--- src/rtl/gfm_pkg.sv ---
package gfm_pkg;

    localparam int unsigned FIELD_MAX = 163;

    typedef enum logic [0:0] {
        PH_IDLE = 1'b0,
        PH_RUN  = 1'b1
    } phase_e;

    typedef struct packed {
        logic accept;
        logic step;
        logic last;
    } seq_ctl_t;

    function automatic int unsigned len_bits(input int unsigned w);
        return $clog2(w + 1);
    endfunction

endpackage

--- src/rtl/gfm_seq.sv ---
module gfm_seq
    import gfm_pkg::*;
#(
    parameter int unsigned W  = FIELD_MAX,
    parameter int unsigned LW = len_bits(W)
) (
    input  logic          clk,
    input  logic          rst,
    input  logic          start,
    input  logic [LW-1:0] len_in,
    output seq_ctl_t      ctl,
    output logic          busy,
    output logic          done
);

    localparam logic [LW-1:0] LEN_MAX = LW'(W);
    localparam logic [LW-1:0] LEN_ONE = LW'(1);

    phase_e        phase_q;
    logic [LW-1:0] cnt_q;
    logic [LW-1:0] len_eff;
    logic          done_q;

    // Clamp requested length into 1..W
    always_comb begin
        if (len_in == '0) begin
            len_eff = LEN_ONE;
        end else if (len_in > LEN_MAX) begin
            len_eff = LEN_MAX;
        end else begin
            len_eff = len_in;
        end
    end

    always_comb begin
        ctl.accept = start && (phase_q == PH_IDLE);
        ctl.step   = (phase_q == PH_RUN);
        ctl.last   = (phase_q == PH_RUN) && (cnt_q == LEN_ONE);
    end

    always_ff @(posedge clk) begin
        if (rst) begin
            phase_q <= PH_IDLE;
            cnt_q   <= '0;
            done_q  <= 1'b0;
        end else begin
            done_q <= ctl.last;
            if (ctl.accept) begin
                phase_q <= PH_RUN;
                cnt_q   <= len_eff;
            end else if (ctl.step) begin
                cnt_q <= cnt_q - LEN_ONE;
                if (ctl.last) begin
                    phase_q <= PH_IDLE;
                end
            end
        end
    end

    assign busy = (phase_q == PH_RUN);
    assign done = done_q;

endmodule

--- src/rtl/gfm_poly_reg.sv ---
module gfm_poly_reg
    import gfm_pkg::*;
#(
    parameter int unsigned W = FIELD_MAX
) (
    input  logic         clk,
    input  logic         rst,
    input  logic         we,
    input  logic         busy,
    input  logic [W-1:0] g_in,
    output logic [W-1:0] g_q
);

    always_ff @(posedge clk) begin
        if (rst) begin
            g_q <= '0;
        end else if (we && !busy) begin
            g_q <= g_in;
        end
    end

endmodule

--- src/rtl/gfm_areg.sv ---
module gfm_areg
    import gfm_pkg::*;
#(
    parameter int unsigned W = FIELD_MAX
) (
    input  logic         clk,
    input  logic         rst,
    input  seq_ctl_t     ctl,
    input  logic [W-1:0] a_in,
    input  logic [W-1:0] g,
    output logic [W-1:0] a_q
);

    logic [W-1:0] a_next;
    logic         carry;

    assign carry = a_q[W-1];

    // a_next = a * x mod (x^W + g), one tap per bit
    assign a_next[0] = carry & g[0];
    for (genvar i = 1; i < W; i++) begin : g_tap
        assign a_next[i] = a_q[i-1] ^ (carry & g[i]);
    end

    always_ff @(posedge clk) begin
        if (rst) begin
            a_q <= '0;
        end else if (ctl.accept) begin
            a_q <= a_in;
        end else if (ctl.step) begin
            a_q <= a_next;
        end
    end

endmodule

--- src/rtl/gfm_accum.sv ---
module gfm_accum
    import gfm_pkg::*;
#(
    parameter int unsigned W = FIELD_MAX
) (
    input  logic         clk,
    input  logic         rst,
    input  seq_ctl_t     ctl,
    input  logic [W-1:0] b_in,
    input  logic [W-1:0] a_cur,
    output logic [W-1:0] c_q
);

    logic [W-1:0] b_q;
    logic [W-1:0] gated;

    assign gated = b_q[0] ? a_cur : '0;

    always_ff @(posedge clk) begin
        if (rst) begin
            b_q <= '0;
            c_q <= '0;
        end else if (ctl.accept) begin
            b_q <= b_in;
            c_q <= '0;
        end else if (ctl.step) begin
            b_q <= b_q >> 1;
            c_q <= c_q ^ gated;
        end
    end

endmodule

--- src/rtl/gfm_serial_mult.sv ---
module gfm_serial_mult
    import gfm_pkg::*;
#(
    parameter int unsigned W  = FIELD_MAX,
    parameter int unsigned LW = len_bits(W)
) (
    input  logic          clk,
    input  logic          rst,
    input  logic          g_load,
    input  logic [W-1:0]  g_in,
    input  logic          start,
    input  logic [W-1:0]  a_in,
    input  logic [W-1:0]  b_in,
    input  logic [LW-1:0] len_in,
    output logic          busy,
    output logic          done,
    output logic [W-1:0]  c_out
);

    seq_ctl_t     ctl;
    logic [W-1:0] poly_q;
    logic [W-1:0] a_cur;

    gfm_seq #(.W(W), .LW(LW)) u_seq (
        .clk    (clk),
        .rst    (rst),
        .start  (start),
        .len_in (len_in),
        .ctl    (ctl),
        .busy   (busy),
        .done   (done)
    );

    gfm_poly_reg #(.W(W)) u_poly (
        .clk  (clk),
        .rst  (rst),
        .we   (g_load),
        .busy (busy),
        .g_in (g_in),
        .g_q  (poly_q)
    );

    gfm_areg #(.W(W)) u_areg (
        .clk  (clk),
        .rst  (rst),
        .ctl  (ctl),
        .a_in (a_in),
        .g    (poly_q),
        .a_q  (a_cur)
    );

    gfm_accum #(.W(W)) u_acc (
        .clk   (clk),
        .rst   (rst),
        .ctl   (ctl),
        .b_in  (b_in),
        .a_cur (a_cur),
        .c_q   (c_out)
    );

endmodule

--- config.mk ---
export PLATFORM = sky130hd
export DESIGN_NAME = gfm_serial_mult
export DESIGN_NICKNAME = d
export VERILOG_FILES = /design/src/rtl/gfm_pkg.sv /design/src/rtl/gfm_seq.sv /design/src/rtl/gfm_poly_reg.sv /design/src/rtl/gfm_areg.sv /design/src/rtl/gfm_accum.sv /design/src/rtl/gfm_serial_mult.sv
export SDC_FILE = /design/constraint.sdc
export NUM_CORES = 1
export LEC_CHECK = 0
export BUFFER_PORTS_ARGS = -buffer_cell sky130_fd_sc_hd__buf_2
export CAP_MARGIN = 20
export CORE_AREA = 2 2 257 259
export DETAILED_ROUTE_END_ITERATION = 8
export DIE_AREA = 0 0 259 261
export GPL_ROUTABILITY_DRIVEN = 0
export PLACE_DENSITY = 0.68
export SYNTH_ARGS = -nofsm -noshare
export SYNTH_HDL_FRONTEND = slang
export SYNTH_SLANG_ARGS = --single-unit
--- constraint.sdc ---
create_clock -name clk -period 1.8 [get_ports clk]
set_input_delay 0.18 -clock clk [delete_from_list [all_inputs] [get_ports clk]]
set_output_delay 0.18 -clock clk [all_outputs]
set_load 0.01 [all_outputs]
==> impl_results.md, run 1 <==
* Status: complete, no violations
* CP Launch Type: register
* Post-Syn Area per Cell at 8.42 µm²
* Seq pwr share at a little over two fifths
* CP peak stage delay at approximately 0.35 ns
* Synth cell types at 43
* Yosys reg bits at around 660
* Number of global-route vias before repair at ~29000
* Hold path depth at 3
* Commonest cells post-synth: nand2_1, dfxtp_1, a21oi_1, a211oi_1, xor2_1
* Wire length on met2 at 47600 µm
* Clock network power share at between 40 and 50%
* Seq/Total Area, Yosys at between 40% and 50%
* RR Endpoint: u_poly.g_q[148]
* First-pass GRT wire length at 153000 µm
* Logic pwr share at between 10% and 20%
* Most frequent cell after synthesis: nand2_1
* Layout cells sized above 1 at 22.9%
* CP Max Fanout at 40
* WP buf/inv at 3
* Remaining antenna violation count at 0
* Drt first pass iters at 8
* RSZ-0062 raised after global routing: false
* Minimum clock period at 1.68 ns
* Die width at between 200 and 300 µm
* Fraction of registers with async set/reset at 0%
* Worst r2r src: u_seq.busy
* Final Hold Fails at 0
* Net switching power at approximately 10000 µW
* Area Growth Syn to Fin at 40.6%
* Max Slew Vio Count at 0
* Antenna violations before repair at 15
* CTS tree: built
* Fin Clk Skew at approximately 0.024 ns
* Post-DP HPWL at approximately 60000 µm
* CP top delay family: buffers and inverters
* Pint at approximately 27000 µW
* Synthesized area at between 0.02 and 0.03 mm²
* Vias per std cell at approximately 5.3
* Setup TNS at 0 ns
* Per-cell routed wire length at about 18 µm
* Post-layout util at around 63%
* Mapped Cells at around 3500
* Detail Route met3 WL at around 6700 µm
* Root buf cell: clkbuf_16
* H-Tree Depth at 3
* R2R depth at 5
* Setup Crit Path Kind: reg2out
* Slowest CP cell: dfxtp_4
* R2R Setup Slk at 0.12 ns
* Cell Pwr Density at slightly above 900 mW/mm²
* Synthesized net count at roughly 4000
* Area contributors post-synth: dfxtp_1, nand2_1, xor2_1, a211oi_1, mux2_2
* Clock-pin slew on the worst setup and hold paths at about 0.060 ns
* Clock buffer depth at 3
* Iter 0 DRT Violations at roughly 2400
* Final WL at ~100000 µm
* Area leader, netlist: dfxtp_1
* # setup viols final at 0
* Max_slew headroom at about 57%
* Max VDD drop at 783 µV
* Critical Path Sink Type: primary output
* Primary FF master, synth: dfxtp_1
* Initial Utilization at between 40% and 50%
* Crit path DAT at 1.50 ns
* Crit-path cells: buf_12 -> buf_16 -> buf_2
* CORE AREA at between 0.06 and 0.07 mm²
* Net Sw Frac at about a quarter
* Critical Path RT at 1.62 ns
* Die Height at approximately 260 µm
* Hold Crit Start: a_in[96]
* Max Cap Viol at 0
* Cell Rows at 94
* Die Area at 0.0676 mm²
* DRT met1 WL at about 39000 µm
* CTS Buf Count at 73
* Clk sink count at 662
* Period Utilization, post-route at 93.2%
* Clock latency on the worst-skew pair at 0.62 ns
* Worst setup startpoint: u_seq.busy
* DR top layer: met5
* Worst hold path class: in2reg
* Warnings from Yosys at 0
* Nets at between 4000 and 5000
* Post-route DRC at 0
* Fillers at slightly above 5000
* Routed vias at between 20000 and 30000
* Post-synth top area share at 45.5%
* Max Fclk at a little under 600 MHz
* Overflow after GRT at 0
* Worst Tran Pin Value at ~0.65 ns
* Largest net degree at the start of global routing at 126
* All-Layer GR Usage at ~28%
* Leak at 0.0165 µW
* Hold endpoint: u_areg.a_q[96]
* Port Buffers at approximately 670
* IO Count at roughly 670
* Number of synthesized flops with an enable pin at 0
## through the flow
step	std cells	total power, µW	area, µm²	worst slack (ns)	hold WS [ns]
CTS	5398	37500	40900	0.0748	0.000916
detailed placement	4780	21300	33600	0.212	0.426
finish	5419	37400	41000	0.123	0.0411
floorplan	3462	19500	29100	0.294	0.316
global route	5411	38800	41000	0.0266	0.0195
global placement	4780	21200	33600	0.261	0.421
## cells in the final DEF (no fill, tap or decap), types with 5 or more instances in the layout
cell type	instances
nand2_1	817
buf_2	663
dfxtp_1	659
dlygate4sd3_1	486
a21oi_1	329
xor2_1	325
a211oi_1	325
nand3_1	166
nor2b_1	163
mux2_2	163
nor2_1	163
clkbuf_16	75
buf_12	42
buf_4	38
diode_2	21
clkbuf_8	18
clkbuf_1	15
inv_1	8
clkinv_2	8
a31oi_1	6
nor3_1	5
## layout make-up
type / instances / area [µm²] / share of cell area (%)
Tap cell: 864 / 1080 / 2.64
Clock buffer: 108 / 2180 / 5.32
Sequential cell: 662 / 13300 / 32.4
Antenna cell: 21 / 52.6 / 0.128
Timing Repair Buffer: 1233 / 9400 / 22.9
Multi-Input combinational cell: 2500 / 14700 / 35.8
Clock inverter: 22 / 274 / 0.669
Inverter: 9 / 36.3 / 0.0886
## power groups by stage
stage	registers, µW	clock network [µW]	logic [µW]
3_3_place_gp	16500	0	4720
4_1_cts	16200	15500	5720
3_5_place_dp	16500	0	4780
6_report	16200	15300	5850
5_1_grt	16300	16100	6360
2_1_floorplan	16300	0	3170
## repair_timing
action | in CTS | in global routing
setup endpoints to repair | 1 | 1
resized for setup | 1 | 1
hold endpoints to repair | 484 | 0
hold buffers | 486 | 0
cloned | 1 | 0
buffers inserted | 1 | 0
## tightest hold or removal path, stage by stage
cell and delay (ns):
buf_2 0.08, a211oi_1 0.07, a211oi_1 0.25
## how the worst max path moves through the flow
| stage | endpoint | slack (ns) | depth (start not counted) |
|---|---|---|---|
| floorplan | u_areg.a_q[123] | 0.29 | 5 |
| global placement | u_acc.c_q[41] | 0.26 | 5 |
| detailed placement | u_areg.a_q[44] | 0.21 | 6 |
| CTS | busy | 0.07 | 3 |
| global route | u_acc.c_q[82] | 0.03 | 6 |
| finish | busy | 0.12 | 3 |
## layer usage
metal | GRT usage, % | up-vias
met5 | 0 | -
met4 | 14.9 | 2
met3 | 5.70 | 352
met2 | 47.4 | 1219
met1 | 33.6 | 13400
li1 | - | 13700
## kinds of logic after synthesis
family | synth area share, %
adder cells (fa/ha/maj) | 0.0859
buffers and inverters | 4.19
AO/OA/AOI/OAI | 14.6
flip-flops | 45.5
multiplexers | 6.33
XOR/XNOR | 9.83
AND/OR/NAND/NOR | 19.5
## flip-flops by register name, indices dropped and copies added, names as in the netlist
signal       flops
u_poly.g_q     163
u_acc.c_q      163
u_areg.a_q     163
u_seq.busy       1
u_seq.done       1
u_acc.b_q      163
u_seq.cnt_q      8
(Power assumes the default switching activity.)
==> inputs of run 2 (changes only) <==
ABC_AREA = 1   (was unset)
CORE_AREA = 2 2 260 262   (was 2 2 257 259)
CTS_BUF_LIST = sky130_fd_sc_hd__clkbuf_4 sky130_fd_sc_hd__clkbuf_8   (was unset)
DIE_AREA = 0 0 262 264   (was 0 0 259 261)
PLACE_DENSITY = 0.73   (was 0.68)
==> run 2 against run 1 <==
  * The run now ends with setup timing left
  * Global-route usage up 6.2 points
  * Fmax fell by 7.2%
  * Worst hold slack improved by 0.035 ns
  * Sequential share of layout area shrank 0.48 points
  * Non-clock buffer count increased by 41
  * Clock-buffer cell count is 77 higher
  * First-iteration DRC count is 62% higher
  * Sequential cell count stayed put
  * Cell count grew 15%
  * Die area grew 2.3%
==> impl_results.md, run 2 <==
* Synthesized net count at 4629 (+17%)
* Synth cell types at 27 (-37%)
* Failing checks: setup timing
* Number of synthesized flops with an enable pin at 0 (unchanged)
* Final WL at 123000 µm (+25%)
* CP Launch Type: input port
* Cell Pwr Density at 881 mW/mm² (-3.5%)
* First-pass GRT wire length at 185000 µm (+21%)
* Minimum clock period at 1.81 ns (+0.130 ns)
* Port Buffers at 665 (unchanged)
* RSZ-0062 raised after global routing: true
* Pre-CTS WS at 0.221 ns (+0.00941 ns)
* CP top delay family: buffers and inverters
* Max_slew headroom at 39.0% (-18 points)
* Synthesized area at 0.0292 mm² (about the same)
* Critical Path RT at 2.45 ns (+0.83 ns)
* Iter 0 DRT Violations at 3802 (+62%)
* Drt first pass iters at 9 (+1)
* CP peak stage delay at 0.62 ns (+0.27 ns)
* Yosys reg bits at 662 (unchanged)
* Fraction of registers with async set/reset at 0% (unchanged)
* Clk sink count at 662 (unchanged)
* Critical Path Sink Type: register
* Setup Crit Path Kind: in2reg
* Leak at 0.0188 µW (+14%)
* Worst Tran Pin Value at 0.915 ns (+0.263 ns)
* All-Layer GR Usage at 34.2% (+6.2 points)
* Stages on worst setup path at 7 (+4)
* Clock buffer depth at 3 (unchanged)
* Layout cells sized above 1 at 18.6% (-4.3 points)
* CP endpoint: u_poly.g_q[138]
* Area Growth Syn to Fin at 42.6%
* Status: finished with violations
* Worst hold path class: in2reg
* Initial Utilization at 43.8% (-1.0 points)
* Worst r2r src: u_seq.busy
* Fin cells at 6228 (+15%)
* Number of global-route vias before repair at 32900 (+15%)
* Clock-pin slew on the worst setup and hold paths at 0.06 ns (about the same)
* Worst setup margin at -0.00707 ns (-0.130 ns)
* Mapped Cells at 4126 (+19%)
* R2R Setup Slk at 0 ns (-0.12 ns)
* CTS Buf Count at 111 (+52%)
* Crit-path cells: dlygate4sd3_1 -> buf_6 -> inv_8 -> buf_4 -> o21ai_0 -> dlygate4sd3_1 -> nor2_1
* Max VDD drop at 609 µV (-22%)
* Period Utilization, post-route at 100% (+7.2 points)
* Max Fclk at 553 MHz (-7.2%)
* Area contributors post-synth: dfxtp_1, nand2_1, nor2_1, a31oi_1, inv_1
* Cell Rows at 95 (+1.1%)
* Post-route DRC at 0 (unchanged)
* RR Endpoint: u_poly.g_q[138]
* CP Max Fanout at 31 (-23%)
* IO Count at 666 (unchanged)
* Post-Syn Area per Cell at 7.07 µm² (-16%)
* Die width at 262 µm (+1.2%)
* Worst setup startpoint: rst
* H-Tree Depth at 3 (unchanged)
* Commonest non-fill, non-tap cell in the layout: nand2_1
* Warnings from Yosys at 0 (unchanged)
* CTS tree: built
* Overflow after GRT at 0 (unchanged)
* Most frequent cell after synthesis: nand2_1
* Most frequent cells in the layout: nand2_1, buf_2, dfxtp_1
* Per-cell routed wire length at 19.8 µm (+8.5%)
* Commonest cells post-synth: nand2_1, dfxtp_1, nor2_1, inv_1, a31oi_1
* Max Slew Vio Count at 0 (unchanged)
* Slowest CP cell: dlygate4sd3_1
* Post-DP HPWL at 71700 µm (+19%)
* DP Cell Count at 5482 (+15%)
* Primary FF master, synth: dfxtp_1
* Root buf cell: clkbuf_8
* Remaining antenna violation count at 0 (unchanged)
* Crit path DAT at 2.45 ns (+0.95 ns)
* Die Height at 264 µm (+1.1%)
* Fin Clk Skew at 0.0647 ns (+0.0411 ns)
* WP buf/inv at 5 (+2)
* Clock latency on the worst-skew pair at 0.76 ns (+0.14 ns)
* Antenna violations before repair at 29 (+14)
* Final Hold Fails at 0 (unchanged)
* Most Frequent Cell on Critical Path: dlygate4sd3_1
* Seq/Total Area, Yosys at 45.5% (about the same)
* R2R depth at 7 (+2)
* Routed vias at 33800 (+18%)
* Max Cap Viol at 0 (unchanged)
* Fillers at 5322 (+4.8%)
* CORE AREA at 0.0666 mm² (+2.3%)
* Vias per std cell at 5.43 (+2.7%)
* Die Area at 0.0692 mm² (+2.3%)
* # setup viols final at 1 (+1)
* Largest net degree at the start of global routing at 144 (+14%)
* Area leader, netlist: dfxtp_1
* Final hold slack at 0.0759 ns (+0.0348 ns)
* Nets at 5746 (+15%)
* Post-synth top area share at 45.5% (about the same)
[run 2: cell types whose count changed in the layout (fill, tap and decap cells not counted), moves of 123 or more]
| cell | delta |
|---|---|
| a211oi_1 | -325 |
| a21oi_1 | -303 |
| a31oi_1 | +257 |
| clkbuf_8 | +123 |
| inv_1 | +361 |
| mux2_2 | -163 |
| nand2_1 | +449 |
| nor2_1 | +359 |
| nor2b_1 | -163 |
| o21ai_0 | +180 |
| xor2_1 | -202 |
[run 2: layout make-up]
type	count	area, µm²	share of cell area [%]
tap	873	1090	2.63
clock inverter	16	193	0.463
multi-input combinational	2819	13400	32.1
clock buffer	185	2270	5.46
timing repair buffer	1274	9900	23.8
inverter	375	1440	3.46
antenna	24	60.1	0.144
sequential	662	13300	31.9
[run 2: cells by family (layout without fill, tap and decap cells)]
logic type	Yosys count	after routing	synth area share, %
xor+xnor	128	128	3.85
compound gates	688	688	14.9
buf+inv	645	1850	8.92
fa+ha+maj	2	2	0.0858
simple gates	2001	2001	26.8
flops	662	662	45.5
other cells	0	24	0
[run 2: layer usage]
metal  GRT usage (%)  vias up  wire length (µm)
met5               0        -                46
met4            23.8        8              9240
met3            11.5      688             14500
met2            52.7     2285             53900
met1            39.7    15400             45700
li1                -    15400                 -
[run 2: timing repair]
item | in CTS | in global routing
gates cloned | 3 | 0
resized for setup | 1 | 17
hold buffers | 516 | 0
buffers inserted | 2 | 0
endpoints found under the hold margin | 500 | 0
setup endpoints to repair | 1 | 12
[run 2: stage by stage]
step	cell area, µm²	util [%]	total power (µW)	TNS (ns)
floorplan	29200	-	18900	0
global route	41600	62.4	37900	-0.270
CTS	41500	62.3	36400	0
global placement	33700	50.7	20700	0
detailed placement	33700	50.7	20800	0
finish	41600	62.5	36600	-0.00707
[run 2: worst min-delay path by stage]
stage,cells after the start,endpoint,slack (ns),from
after floorplan,2,u_acc.b_q[162],0.32,b_in[162]
after CTS,5,u_poly.g_q[111],0.005,g_load
final,5,u_poly.g_q[111],0.08,g_load
after global routing,5,u_poly.g_q[108],0.08,g_load
after detailed placement,3,u_poly.g_q[142],0.44,g_in[142]
after global placement,3,u_acc.b_q[115],0.43,b_in[115]
[run 2: worst register-to-register path, cell delays in order, from the launching register on]
cell and delay, ns:
dfxtp_4 0.36, buf_4 0.16, inv_2 0.11, nand2_4 0.07
buf_16 0.19, o21ai_0 0.16, dlygate4sd3_1 0.59, nor2_1 0.06
[run 2: report_power, final]
part	switching [µW]	internal, µW
registers	557	15500
logic	3280	2520
clock network	6520	8270
total	10400	26300
